<file path="src/rtl/gpio_bank_pkg.sv">
package gpio_bank_pkg;

  typedef enum logic [2:0] {
    SEL_DATA    = 3'd0,
    SEL_DIR     = 3'd1,
    SEL_LEVEL   = 3'd2,
    SEL_MODE_LO = 3'd3,
    SEL_MODE_HI = 3'd4,
    SEL_MASK    = 3'd5,
    SEL_STAT    = 3'd6,
    SEL_ANYEDGE = 3'd7
  } reg_sel_e;

  typedef enum logic [1:0] {
    TRIG_LOW  = 2'b00,
    TRIG_HIGH = 2'b01,
    TRIG_RISE = 2'b10,
    TRIG_FALL = 2'b11
  } trig_mode_e;

endpackage

</file>
<file path="src/rtl/gpio_sync.sv">
module gpio_sync #(
  parameter int W      = 32,
  parameter int STAGES = 2
) (
  input  logic         clk,
  input  logic         rst_n,
  input  logic [W-1:0] async_in,
  output logic [W-1:0] sync_out
);

  logic [W-1:0] stg_q [STAGES];
  logic [W-1:0] stg_d [STAGES];

  always_comb begin
    stg_d[0] = async_in;
    for (int s = 1; s < STAGES; s++) stg_d[s] = stg_q[s-1];
  end

  always_ff @(posedge clk or negedge rst_n) begin
    if (!rst_n) begin
      for (int s = 0; s < STAGES; s++) stg_q[s] <= '0;
    end else begin
      for (int s = 0; s < STAGES; s++) stg_q[s] <= stg_d[s];
    end
  end

  assign sync_out = stg_q[STAGES-1];

endmodule

</file>
<file path="src/rtl/gpio_trig_det.sv">
module gpio_trig_det
  import gpio_bank_pkg::*;
(
  input  logic       clk,
  input  logic       rst_n,
  input  logic       lvl,
  input  logic [1:0] mode,
  input  logic       any_edge,
  output logic       evt
);

  logic prev_q;
  logic prev_d;
  logic rise;
  logic fall;

  assign prev_d = lvl;
  assign rise   = lvl & ~prev_q;
  assign fall   = ~lvl & prev_q;

  always_comb begin
    if (any_edge) begin
      evt = rise | fall;
    end else begin
      unique case (trig_mode_e'(mode))
        TRIG_LOW:  evt = ~lvl;
        TRIG_HIGH: evt = lvl;
        TRIG_RISE: evt = rise;
        TRIG_FALL: evt = fall;
        default:   evt = 1'b0;
      endcase
    end
  end

  always_ff @(posedge clk or negedge rst_n) begin
    if (!rst_n) prev_q <= 1'b0;
    else        prev_q <= prev_d;
  end

  AST_RISE_FIRES: assert property (@(posedge clk) disable iff (!rst_n)
    (mode == TRIG_RISE && $rose(lvl)) |-> evt);

  AST_ANYEDGE_FALL: assert property (@(posedge clk) disable iff (!rst_n)
    (any_edge && $fell(lvl)) |-> evt);

endmodule

</file>
<file path="src/rtl/gpio_regs.sv">
module gpio_regs
  import gpio_bank_pkg::*;
#(
  parameter int N  = 32,
  parameter int AW = 5
) (
  input  logic          clk,
  input  logic          rst_n,
  input  logic [AW-1:0] addr,
  input  logic          we,
  input  logic [N-1:0]  wdata,
  input  logic [N-1:0]  lvl,
  input  logic [N-1:0]  evt,
  output logic [N-1:0]  rdata,
  output logic [N-1:0]  dout,
  output logic [N-1:0]  dir,
  output logic [N-1:0]  mask,
  output logic [N-1:0]  status,
  output logic [N-1:0]  any_edge,
  output logic [2*N-1:0] modes
);

  localparam int HALF = N / 2;

  reg_sel_e sel;
  assign sel = reg_sel_e'(addr[4:2]);

  logic [N-1:0] dout_q, dout_d;
  logic [N-1:0] dir_q,  dir_d;
  logic [N-1:0] mlo_q,  mlo_d;
  logic [N-1:0] mhi_q,  mhi_d;
  logic [N-1:0] mask_q, mask_d;
  logic [N-1:0] stat_q, stat_d;
  logic [N-1:0] any_q,  any_d;
  logic [N-1:0] clr_bits;

  always_comb begin
    dout_d   = dout_q;
    dir_d    = dir_q;
    mlo_d    = mlo_q;
    mhi_d    = mhi_q;
    mask_d   = mask_q;
    any_d    = any_q;
    clr_bits = '0;
    if (we) begin
      unique case (sel)
        SEL_DATA:    dout_d   = wdata;
        SEL_DIR:     dir_d    = wdata;
        SEL_MODE_LO: mlo_d    = wdata;
        SEL_MODE_HI: mhi_d    = wdata;
        SEL_MASK:    mask_d   = wdata;
        SEL_STAT:    clr_bits = wdata;
        SEL_ANYEDGE: any_d    = wdata;
        default:     ;
      endcase
    end
    stat_d = (stat_q & ~clr_bits) | evt;
  end

  always_ff @(posedge clk or negedge rst_n) begin
    if (!rst_n) begin
      dout_q <= '0;
      dir_q  <= '0;
      mlo_q  <= '0;
      mhi_q  <= '0;
      mask_q <= '0;
      stat_q <= '0;
      any_q  <= '0;
    end else begin
      dout_q <= dout_d;
      dir_q  <= dir_d;
      mlo_q  <= mlo_d;
      mhi_q  <= mhi_d;
      mask_q <= mask_d;
      stat_q <= stat_d;
      any_q  <= any_d;
    end
  end

  always_comb begin
    unique case (sel)
      SEL_DATA:    rdata = (dout_q & dir_q) | (lvl & ~dir_q);
      SEL_DIR:     rdata = dir_q;
      SEL_LEVEL:   rdata = lvl;
      SEL_MODE_LO: rdata = mlo_q;
      SEL_MODE_HI: rdata = mhi_q;
      SEL_MASK:    rdata = mask_q;
      SEL_STAT:    rdata = stat_q;
      SEL_ANYEDGE: rdata = any_q;
      default:     rdata = '0;
    endcase
  end

  assign dout     = dout_q;
  assign dir      = dir_q;
  assign mask     = mask_q;
  assign status   = stat_q;
  assign any_edge = any_q;
  assign modes    = {mhi_q[2*HALF-1:0], mlo_q[2*HALF-1:0]};

  AST_W1C_HOLD: assert property (@(posedge clk) disable iff (!rst_n)
    !(we && sel == SEL_STAT) |=> ((status & $past(status)) == $past(status)));

  AST_DIR_WRITE: assert property (@(posedge clk) disable iff (!rst_n)
    (we && sel == SEL_DIR) |=> (dir == $past(wdata)));

endmodule

</file>
<file path="src/rtl/gpio_bank.sv">
module gpio_bank
  import gpio_bank_pkg::*;
#(
  parameter int N  = 32,
  parameter int AW = 5
) (
  input  logic          clk,
  input  logic          rst_n,
  input  logic [AW-1:0] bus_addr,
  input  logic          bus_we,
  input  logic [N-1:0]  bus_wdata,
  output logic [N-1:0]  bus_rdata,
  input  logic [N-1:0]  pad_in,
  output logic [N-1:0]  pad_out,
  output logic [N-1:0]  pad_oe,
  output logic          irq
);

  localparam int SYNC_STAGES = 2;

  logic [N-1:0]   lvl;
  logic [N-1:0]   evt;
  logic [N-1:0]   dout, dir, mask, status, any_edge;
  logic [2*N-1:0] modes;

  gpio_sync #(.W(N), .STAGES(SYNC_STAGES)) u_sync (
    .clk      (clk),
    .rst_n    (rst_n),
    .async_in (pad_in),
    .sync_out (lvl)
  );

  for (genvar p = 0; p < N; p++) begin : g_pin
    gpio_trig_det u_det (
      .clk      (clk),
      .rst_n    (rst_n),
      .lvl      (lvl[p]),
      .mode     (modes[2*p +: 2]),
      .any_edge (any_edge[p]),
      .evt      (evt[p])
    );
  end

  gpio_regs #(.N(N), .AW(AW)) u_regs (
    .clk      (clk),
    .rst_n    (rst_n),
    .addr     (bus_addr),
    .we       (bus_we),
    .wdata    (bus_wdata),
    .lvl      (lvl),
    .evt      (evt),
    .rdata    (bus_rdata),
    .dout     (dout),
    .dir      (dir),
    .mask     (mask),
    .status   (status),
    .any_edge (any_edge),
    .modes    (modes)
  );

  assign pad_out = dout;
  assign pad_oe  = dir;
  assign irq     = |(status & mask);

  AST_EVENT_SETS: assert property (@(posedge clk) disable iff (!rst_n)
    (|evt) |=> ((status & $past(evt)) == $past(evt)));

  AST_MASK_GATES: assert property (@(posedge clk) disable iff (!rst_n)
    (mask == '0) |-> !irq);

endmodule

</file>
<file path="config.mk">
export PLATFORM = sky130hd
export DESIGN_NAME = gpio_bank
export DESIGN_NICKNAME = d
export VERILOG_FILES = /design/src/rtl/gpio_bank_pkg.sv /design/src/rtl/gpio_sync.sv /design/src/rtl/gpio_trig_det.sv /design/src/rtl/gpio_regs.sv /design/src/rtl/gpio_bank.sv
export SDC_FILE = /design/constraint.sdc
export NUM_CORES = 1
export LEC_CHECK = 0
export ABC_AREA = 1
export ABC_CLOCK_PERIOD_IN_PS = 2020
export BUFFER_PORTS_ARGS = -buffer_cell sky130_fd_sc_hd__clkbuf_2
export CORE_ASPECT_RATIO = 1.4
export CORE_MARGIN = 3
export CORE_UTILIZATION = 60
export DETAILED_ROUTE_END_ITERATION = 10
export HOLD_SLACK_MARGIN = 0.15
export PLACE_DENSITY = 0.81
export SYNTH_ARGS = -nofsm -noshare
export SYNTH_HDL_FRONTEND = slang
export SYNTH_SLANG_ARGS = --single-unit
</file>
<file path="constraint.sdc">
create_clock -name clk -period 2.02 [get_ports clk]
set_clock_uncertainty 0.1 [all_clocks]
set_input_delay 0.303 -clock clk [delete_from_list [all_inputs] [get_ports clk]]
set_output_delay 0.303 -clock clk [all_outputs]
set_load 0.03 [all_outputs]
</file>
==> impl_metrics.json <==
{
  "cts_buffer_depth": 3,
  "cts_buffers": 34,
  "p_switching_uw": 6450,
  "muxShareOfSynthArea": 0,
  "ioPinCount": 169,
  "slew_headroom": 0.587,
  "worstMarginPinSlew_ns": 0.620,
  "multi_input_area_um2": 7180,
  "crit_family": "simple AND/OR/NAND/NOR gates",
  "fin_nets": 2448,
  "ant_nets": 0,
  "drc": 0,
  "power.internal_uw": 12600,
  "hold_violations": 0,
  "p_leak_uw": 0.0103,
  "slew_viol_final": 0,
  "rrSetupSlack_ns": 0.60,
  "ff2ff_path_depth": 6,
  "power_density_nw_per_um2": 944,
  "cp-start-kind": "flip-flop",
  "initial_core_util": 0.611,
  "fin_tns_setup_ns": -0.0919,
  "vdd_drop_max_mv": 0.805,
  "r2r-end": "u_regs.status[2]$_DFF_PN0_",
  "viasPerCell": 5.93,
  "synth_top_family_by_area": "simple AND/OR/NAND/NOR gates",
  "grt_pass1_wl_um": 81300,
  "drive_above_1_share": 0.170,
  "pre_cts_slack_ns": 0.0573,
  "max_stage_delay_ns": 0.41,
  "cp.required_ns": 1.62,
  "syn_avg_cell_area_um2": 7.98,
  "wirelength_um": 51500,
  "clkPwrFrac": 0.328,
  "fmax_mhz": 475,
  "globalplace.congestion": 0.968,
  "synth.top_cell.area_share": 0.487,
  "hold_path_class": "in -> async",
  "place_inst": 2543,
  "rsz0062_at_grt": "yes",
  "syn_nets": 2197,
  "path_depth": 7,
  "clkSlewWorstSetupHoldPaths_ns": 0.06,
  "critPathCaptureType": "output port",
  "status": "complete, but fails checks",
  "core-area_um2": 26900,
  "power.share.sequential": 0.441,
  "placed_area_um2": 17900,
  "synth_area_um2": 16400,
  "cp-endpoint": "irq",
  "r2r_start": "u_sync.sync_out[2]$_DFF_PN0_",
  "setup_viol": 2,
  "grt_pass1_vias": 15900,
  "post-route-cell-area_um2": 20100,
  "p_sw_frac": 0.339,
  "drv_cap": 0,
  "place.detailed.hpwl_um": 33800,
  "synth_area_leader_cell": "dfrtp_1",
  "drtIter0Drc": 1620,
  "synth_compound_area_frac": 0.0779,
  "synth_fa_ha_area_frac": 0.0487,
  "grt_usage": 0.342,
  "syn_inst": 2061,
  "fillers": 1915,
  "synth_xor_area_frac": 0,
  "register_area_um2": 8070,
  "yosys.area_share.simple": 0.305,
  "critPathLaunch": "u_regs.status[15]$_DFF_PN0_",
  "critPathBufInv": 1,
  "synth_seq_cells": 320,
  "grt_max_degree": 76,
  "clock_sinks": 320,
  "ys_types": 25,
  "syn2layout_area_growth_pct": 22.5,
  "setup_ws_ns": -0.0840,
  "worstSkewPairLatency_ns": 0.52,
  "cpMaxStageDelayCell": "dfrtp_1",
  "vias": 16000,
  "die_y_um": 202,
  "drt_first_pass_iters": 8,
  "yosysWarnings": 0,
  "diodes": 0,
  "io_buffers": 166,
  "period_minus_slack_ns": 2.10,
  "wire_per_inst_um": 19.1,
  "cts_root_buffer": "clkbuf_16",
  "cp.arrival_ns": 1.70,
  "cts_tree": "done",
  "std_cell_rows": 71,
  "finalNonFillerCells": 2698,
  "period_share": 1.04,
  "violations": "setup timing",
  "critPathMaxFanout": 3,
  "synth.yosys.seq_area_share": 0.487,
  "die_x_um": 146,
  "path_cells": "nand2_1 -> nand2_1 -> nor2_2 -> nand2_2 -> nor2_4 -> nand2_2 -> buf_8",
  "dieArea_um2": 29400,
  "h-tree-depth": 2,
  "combPwrFrac": 0.231,
  "critPathKind": "reg -> out",
  "grt_overflow_total": 0,
  "synth_area_leaders": "dfrtp_1 (49%), nand2_1 (12%), nand4_1 (6.1%)",
  "antenna_found_initial": 0
}
==> worst register-to-register path: cells and delay by family (launching register included) <==
family          cells  cell delay [ns]
fa+ha+maj           1             0.26
simple gates        2             0.12
buf+inv             2             0.27
flops               1             0.41
compound gates      1             0.14
==> kinds of logic (layout without fill, tap and decap cells) <==
logic type	after synthesis	after routing
buf+inv	317	589
flops	320	320
simple gates	1104	1104
compound gates	256	256
fa+ha+maj	64	64
==> registers in the layout, summed over array words and instances, names as in the netlist <==
signal and flops:
g_pin.u_det.prev_q 32, u_sync.stg_d 32, u_regs.mhi_q 32, u_regs.mask 32
u_regs.mlo_q 32, u_regs.status 32, u_sync.sync_out 32, u_regs.dir 32
u_regs.dout 32, u_regs.any_edge 32
==> power by group through the flow <==
stage	Sequential, uW	Clock [uW]	Combinational [uW]
2_1_floorplan	8550	0	2220
3_3_place_gp	8380	0	3770
3_5_place_dp	8440	0	3910
4_1_cts	8340	6270	4120
5_1_grt	8470	6540	4840
6_report	8370	6240	4400
==> what timing repair did <==
| item | in CTS | in global routing |
|---|---|---|
| setup endpoints to repair | 18 | 33 |
| endpoints found under the hold margin | 572 | 0 |
| gates resized for setup | 28 | 134 |
| pin swaps | 5 | 15 |
| hold buffers | 65 | 0 |
| buffers inserted | 11 | 24 |
==> Yosys cell counts <==
cell type and number:
nor3_4 1, nor2_4 1, ha_1 64, nand2_2 2, nand4_1 160, nand2_1 539
nand3b_1 32, o21ai_0 60, buf_1 3, dfrtp_1 320, buf_4 8, nor2_1 176
clkbuf_1 21, buf_2 75, nand3_1 186, nand3_2 2, nor2_8 2, o21ai_1 164
inv_4 2, a21oi_1 32, buf_6 2, nand3_4 1, nand4_4 2, inv_1 205
inv_2 1
==> per-stage QoR <==
stage,hold slack [ns],power [uW],util
4_1_cts,0.219,18700,0.736
5_1_grt,0.237,19900,0.748
6_report,0.189,19000,0.748
3_3_place_gp,0.152,12200,0.665
3_5_place_dp,0.153,12400,0.665
2_1_floorplan,-0.0926,10800,-
==> how the worst min path moves through the flow <==
stage | endpoint | start
5_1_grt | u_sync.stg_d[25]$_DFF_PN0_ | rst_n
3_5_place_dp | u_sync.sync_out[24]$_DFF_PN0_ | rst_n
6_report | u_sync.sync_out[24]$_DFF_PN0_ | rst_n
3_3_place_gp | u_sync.stg_d[25]$_DFF_PN0_ | rst_n
2_1_floorplan | g_pin[0].u_det.prev_q$_DFF_PN0_ | rst_n
4_1_cts | u_sync.sync_out[13]$_DFF_PN0_ | rst_n
==> cell type report <==
cell class / count / share of cell area
Inverter: 208 / 0.0390
Multi-Input combinational cell: 1424 / 0.356
Sequential cell: 320 / 0.401
Clock buffer: 50 / 0.0498
Timing Repair Buffer: 324 / 0.127
Tap cell: 365 / 0.0227
Clock inverter: 7 / 0.00441
==> cells in the final DEF (no fill, tap or decap), drive strengths merged <==
cell,count
clkbuf,198
o21ai,224
nand3b,32
nand3,189
nor3,1
nand4,162
clkinv,4
a21oi,32
dlygate4sd3,65
inv,209
buf,111
dfrtp,320
nand2,541
bufinv,2
nor2,179
ha,64
==> layer usage <==
layer / share of wire / track usage / up-vias
met5: 0 / 0 / -
met4: 0.077 / 0.234 / 0
met3: 0.090 / 0.0585 / 250
met2: 0.48 / 0.573 / 919
met1: 0.35 / 0.401 / 7515
li1: - / - / 7302
Note: power is estimated with default switching activity, not from simulation.
